--- src/rtl/hwc_pkg.sv ---
// Shared types for the half-rate word combiner.
// Assumes: nothing beyond a single receive clock domain.
package hwc_pkg;
    // Which half of a double word the next sampled input fills.
    typedef enum logic {
        SLOT_UPPER = 1'b0,
        SLOT_LOWER = 1'b1
    } slot_e;
endpackage

--- src/rtl/hwc_slot_ctrl.sv ---
// Tracks comma lock and which half of the double word comes next.
// Assumes: a comma always marks the upper half of a word (frames are
// double-word aligned), so a comma re-centres the pairing phase.
module hwc_slot_ctrl
    import hwc_pkg::*;
(
    input  logic  clk,
    input  logic  rst_n,
    input  logic  in_comma,
    output logic  locked,
    output slot_e slot,
    output logic  take_upper,
    output logic  take_lower
);
    // Lock on the first comma, then alternate; a comma forces the lower slot next.
    always_ff @(posedge clk) begin
        if (!rst_n) begin
            locked <= 1'b0;
            slot   <= SLOT_UPPER;
        end else if (in_comma) begin
            locked <= 1'b1;
            slot   <= SLOT_LOWER;
        end else if (locked) begin
            slot   <= (slot == SLOT_UPPER) ? SLOT_LOWER : SLOT_UPPER;
        end
    end

    // Decode whether this input opens or closes a word.
    always_comb begin
        take_upper = in_comma || (locked && slot == SLOT_UPPER);
        take_lower = !in_comma && locked && (slot == SLOT_LOWER);
    end


    // lower_needs_lock_chk
    lower_needs_lock_chk: assert property (@(posedge clk) disable iff (!rst_n)
        (slot == SLOT_LOWER) |-> locked);


    // lower_then_upper_chk
    lower_then_upper_chk: assert property (@(posedge clk) disable iff (!rst_n)
        (slot == SLOT_LOWER && !in_comma) |=> (slot == SLOT_UPPER));
endmodule

--- src/rtl/hwc_half_hold.sv ---
// Holds the upper half of a word and its comma mark until the lower half arrives.
// Assumes: load is only raised when the input is an upper half.
module hwc_half_hold #(
    parameter int HALF_W = 16
) (
    input  logic              clk,
    input  logic              rst_n,
    input  logic              load,
    input  logic [HALF_W-1:0] in_data,
    input  logic              in_comma,
    output logic [HALF_W-1:0] held_data,
    output logic              held_comma
);
    // Capture the opening half of a word.
    always_ff @(posedge clk) begin
        if (!rst_n) begin
            held_data  <= '0;
            held_comma <= 1'b0;
        end else if (load) begin
            held_data  <= in_data;
            held_comma <= in_comma;
        end
    end
endmodule

--- src/rtl/hwc_word_out.sv ---
// Output register: joins the held upper half with the lower half and strobes valid.
// Assumes: complete is high for one cycle per word.
module hwc_word_out #(
    parameter int HALF_W = 16,
    localparam int DW_W  = 2 * HALF_W
) (
    input  logic              clk,
    input  logic              rst_n,
    input  logic              complete,
    input  logic [HALF_W-1:0] upper,
    input  logic              upper_comma,
    input  logic [HALF_W-1:0] lower,
    output logic [DW_W-1:0]   dw_data,
    output logic              dw_comma,
    output logic              dw_valid
);
    // Register the finished word; data holds between words.
    always_ff @(posedge clk) begin
        if (!rst_n) begin
            dw_data  <= '0;
            dw_comma <= 1'b0;
            dw_valid <= 1'b0;
        end else begin
            dw_valid <= complete;
            dw_comma <= complete && upper_comma;
            if (complete) dw_data <= {upper, lower};
        end
    end


    // single_strobe_chk
    single_strobe_chk: assert property (@(posedge clk) disable iff (!rst_n)
        dw_valid |=> !dw_valid);


    // data_hold_chk
    data_hold_chk: assert property (@(posedge clk) disable iff (!rst_n)
        !dw_valid |-> $stable(dw_data));


    // comma_with_word_chk
    comma_with_word_chk: assert property (@(posedge clk) disable iff (!rst_n)
        dw_comma |-> dw_valid);
endmodule

--- src/rtl/hrate_word_combiner.sv ---
// Top: pairs 16-bit receive halves into 32-bit double words, aligned on commas,
// with a half-rate phase output for downstream frame logic.
// Assumes: receiver in single two-bytes-per-clock mode, bytes already decoded.
module hrate_word_combiner
    import hwc_pkg::*;
#(
    parameter int HALF_W = 16,
    localparam int DW_W  = 2 * HALF_W
) (
    input  logic              clk,
    input  logic              rst_n,
    input  logic [HALF_W-1:0] rx_data,
    input  logic              rx_comma,
    output logic [DW_W-1:0]   dw_data,
    output logic              dw_comma,
    output logic              dw_valid,
    output logic              half_clk
);
    logic              locked;
    slot_e             slot;
    logic              take_upper;
    logic              take_lower;
    logic [HALF_W-1:0] held_data;
    logic              held_comma;

    hwc_slot_ctrl u_slot (
        .clk        (clk),
        .rst_n      (rst_n),
        .in_comma   (rx_comma),
        .locked     (locked),
        .slot       (slot),
        .take_upper (take_upper),
        .take_lower (take_lower)
    );

    hwc_half_hold #(.HALF_W(HALF_W)) u_hold (
        .clk        (clk),
        .rst_n      (rst_n),
        .load       (take_upper),
        .in_data    (rx_data),
        .in_comma   (rx_comma),
        .held_data  (held_data),
        .held_comma (held_comma)
    );

    hwc_word_out #(.HALF_W(HALF_W)) u_out (
        .clk         (clk),
        .rst_n       (rst_n),
        .complete    (take_lower),
        .upper       (held_data),
        .upper_comma (held_comma),
        .lower       (rx_data),
        .dw_data     (dw_data),
        .dw_comma    (dw_comma),
        .dw_valid    (dw_valid)
    );

    // Half-rate phase: high while an upper half waits for its partner.
    always_comb half_clk = (slot == SLOT_LOWER);


    // comma_restart_chk
    comma_restart_chk: assert property (@(posedge clk) disable iff (!rst_n)
        rx_comma |=> (half_clk && !dw_valid));


    // word_after_pending_chk
    word_after_pending_chk: assert property (@(posedge clk) disable iff (!rst_n)
        dw_valid |-> $past(half_clk));


    // no_word_unlocked_chk
    no_word_unlocked_chk: assert property (@(posedge clk) disable iff (!rst_n)
        dw_valid |-> $past(locked));
endmodule

--- config.mk ---
export PLATFORM = sky130hd
export DESIGN_NAME = hrate_word_combiner
export DESIGN_NICKNAME = d
export VERILOG_FILES = /design/src/rtl/hwc_pkg.sv /design/src/rtl/hwc_slot_ctrl.sv /design/src/rtl/hwc_half_hold.sv /design/src/rtl/hwc_word_out.sv /design/src/rtl/hrate_word_combiner.sv
export SDC_FILE = /design/constraint.sdc
export NUM_CORES = 1
export LEC_CHECK = 0
export BUFFER_PORTS_ARGS = -buffer_cell sky130_fd_sc_hd__buf_2
export CELL_PAD_IN_SITES_DETAIL_PLACEMENT = 0
export CELL_PAD_IN_SITES_GLOBAL_PLACEMENT = 1
export CORE_MARGIN = 2
export CORE_UTILIZATION = 40
export CTS_CLUSTER_DIAMETER = 50
export DETAILED_ROUTE_END_ITERATION = 8
export GPL_TIMING_DRIVEN = 0
export PLACE_DENSITY_LB_ADDON = 0.1
export SLEW_MARGIN = 40
export SYNTH_ARGS = -nofsm -noshare
export SYNTH_HDL_FRONTEND = slang
export SYNTH_SLANG_ARGS = --single-unit
--- constraint.sdc ---
create_clock -name clk -period 3 [get_ports clk]
set_input_delay 0.3 -clock clk [delete_from_list [all_inputs] [get_ports clk]]
set_output_delay 0.3 -clock clk [all_outputs]
set_load 0.005 [all_outputs]
==> run summary <==
CP cell instances = nand2b_1 > nor2b_4 > buf_6 > buf_6 > mux2i_1
routed length per instance = 13.6 µm
HP Class = in2reg
Inserted Diodes = 0
CP max-delay cell = dfxtp_1
HPWL after DPL = 2940 µm
die area = 5200 µm²
Hold Crit Start = rx_data[4]
initial antenna violation count = 0
CP Launch Type = flip-flop
Final Critical Period = 1260 ps
Layout Skew = 4.80 ps
Core Region = 4410 µm²
Synth Register Bits = 53
I/O Buffers = 52
Ys Warns = 0
first-pass GRT wire length = 6980 µm
Mapped Area = 1860 µm²
Via density = 4.91
worst slew pin tran = 514 ps
cell count after synthesis = 194
count leader, synth = dfxtp_1
Synth top cells by count = dfxtp_1 (53), nand2_1 (32), nand3_1 (32), o21ai_0 (27), mux2i_1 (16)
outcome = complete, no violations
# placed instances = 298
critical path arrival = 1490 ps
Core Rows = 24
hold_buf cts = 0
Area Overhead vs Synth = 22.2%
period utilization = 41.9%
unique cell type count in the Yosys netlist = 19
met2 Track Usage GR = 28.4%
ANT nets after route = 0
Crit path top cell by count = buf_6
GPL Wtd Cong = 0.757
CTS tree = built
via count = 1499
I/O Pins = 54
Worst Setup SP = u_slot.slot$_SDFFE_PN0P_
Max-slew headroom = 65.8%
met1 Track Usage GR = 23.8%
hold_ws = 255 ps
post-cts resize count = 0
number of global-route vias before repair = 1394
global route hottest layer = met2
power per cell area = 553 nW/µm²
final hold viol count = 0
Pwr Total = 0.00125 W
Synth area leader = dfxtp_1
WL final = 4150 µm
layout cells sized above 1 = 27.3%
reg2reg start = u_slot.slot$_SDFFE_PN0P_
met3 track demand over resource = 3.47%
synth top area cells = dfxtp_1 (57%), mux2i_1 (8.6%), nand3_1 (8.6%), o21ai_0 (7.3%), nand2_1 (6.5%)
RSZ-0062 raised after global routing = false
Setup TNS Final = 0 ps
Seq/Total Area, Yosys = 57.1%
critical path's largest stage delay = 390 ps
die width = 72.1 µm
grt ovf = 0
Cell Count, Final, Fillers Out = 305
Longest Clk Path Bufs = 2
Initial Util = 42.1%
max cap viols = 0
Final Slew Violations = 0
Synth Flop Type = dfxtp_1
height of the die = 72.1 µm
postcts setup bufs = 0
WP data required = 3230 ps
Worst-Skew Late Latency = 300 ps
Post-synth EDFFs = 0
CTS buffer count = 5
clock sink count = 53
top cell type's share of synthesized area = 57.1%
worst-path fanout max = 10
Nets = 272
clock-pin slew on the worst setup and hold paths = 90 ps
htree depth = 2
Mapped Nets = 213
DR pass1 iterations = 4
Avg Synthesized Cell Area = 9.57 µm²
Crit Path Class = reg2reg
final setup fails = 0
largest net degree at the start of global routing = 15
final instance area = 2270 µm²
GRT Resource Usage Total = 17.4%
FFs w/ async S/R, synth = 0%
P_leak = 1.03 nW
Placed Area = 2180 µm²
maximum VDD drop = 0.307 mV
DR DRC count = 0
DR iter-0 viols = 77
CTS root buf = clkbuf_8
Fmax achieved = 796 MHz
Setup crit end kind = flip-flop
==> per-stage QoR <==
stage | worst slack [ps] | utilization [%]
2_1_floorplan | 1850 | -
3_3_place_gp | 1740 | 49.4
3_5_place_dp | 1730 | 49.4
4_1_cts | 1730 | 51.4
5_1_grt | 1610 | 51.4
6_report | 1740 | 51.4
==> worst max-delay path, delay by kind of cell (launching register included) <==
family / cells / cell delay [ps]
buffers and inverters: 2 / 330
muxes: 1 / 180
DFF: 1 / 390
and+or+nand+nor: 2 / 290
==> cell type report <==
cell class	instances	area, µm²
clock buffer	7	86.3
sequential	53	1060
timing repair buffer	52	260
fill	423	2150
buffer	16	121
tap	52	65.1
multi-input combinational	124	671
inverter	1	3.75
==> cell families (layout without fill, tap and decap cells) <==
kind of cell,after synthesis,in the layout,synth area share (%)
DFF,53,53,57.1
and+or+nand+nor,74,74,18.1
AOI/OAI and AO/OA,33,33,8.89
buffers and inverters,17,76,6.74
muxes,16,16,8.63
xor gates and xnor gates,1,1,0.472
==> final timing paths <==
kind / end / depth (start not counted) / slack (ps)
min reg2reg: u_out.dw_data[16]$_SDFFE_PN0P_ / 2 / 460
min: u_out.dw_data[4]$_SDFFE_PN0P_ / 3 / 260
max reg2reg: u_hold.held_data[9]$_SDFFE_PN0P_ / 5 / 1740
max: u_hold.held_data[9]$_SDFFE_PN0P_ / 5 / 1740
==> routing by layer <==
layer	part of all wire (%)	routed length (µm)
met4	1.0	43
met3	4.0	165
met5	0	0
met2	45	1880
met1	50	2060
==> report_power, final <==
part / internal [W] / leakage [nW] / switching, W
sequential: 0.000731 / 0.432 / 0.0000102
clock: 0.000184 / 0.0443 / 0.000220
combinational: 0.0000483 / 0.558 / 0.0000616
total: 0.000963 / 1.03 / 0.000292
==> flip-flops by register name, summed over array words and instances, names as in the netlist <==
signal and cells:
u_out.dw_data 32, u_slot.slot 1, u_hold.held_comma 1, u_slot.locked 1, u_out.dw_valid 1, u_hold.held_data 16, u_out.dw_comma 1
==> placed cells by master (no fill, tap or decap), drive strengths merged <==
| master | n |
|---|---|
| buf | 64 |
| o21ai | 32 |
| and2 | 1 |
| inv | 1 |
| dfxtp | 53 |
| nand2b | 1 |
| nor2 | 6 |
| nand3 | 32 |
| nand3b | 1 |
| nand2 | 32 |
| clkbuf | 11 |
| a21oi | 1 |
| xor2 | 1 |
| mux2i | 16 |
| nor2b | 1 |
Note: power is estimated with default switching activity, not from simulation.
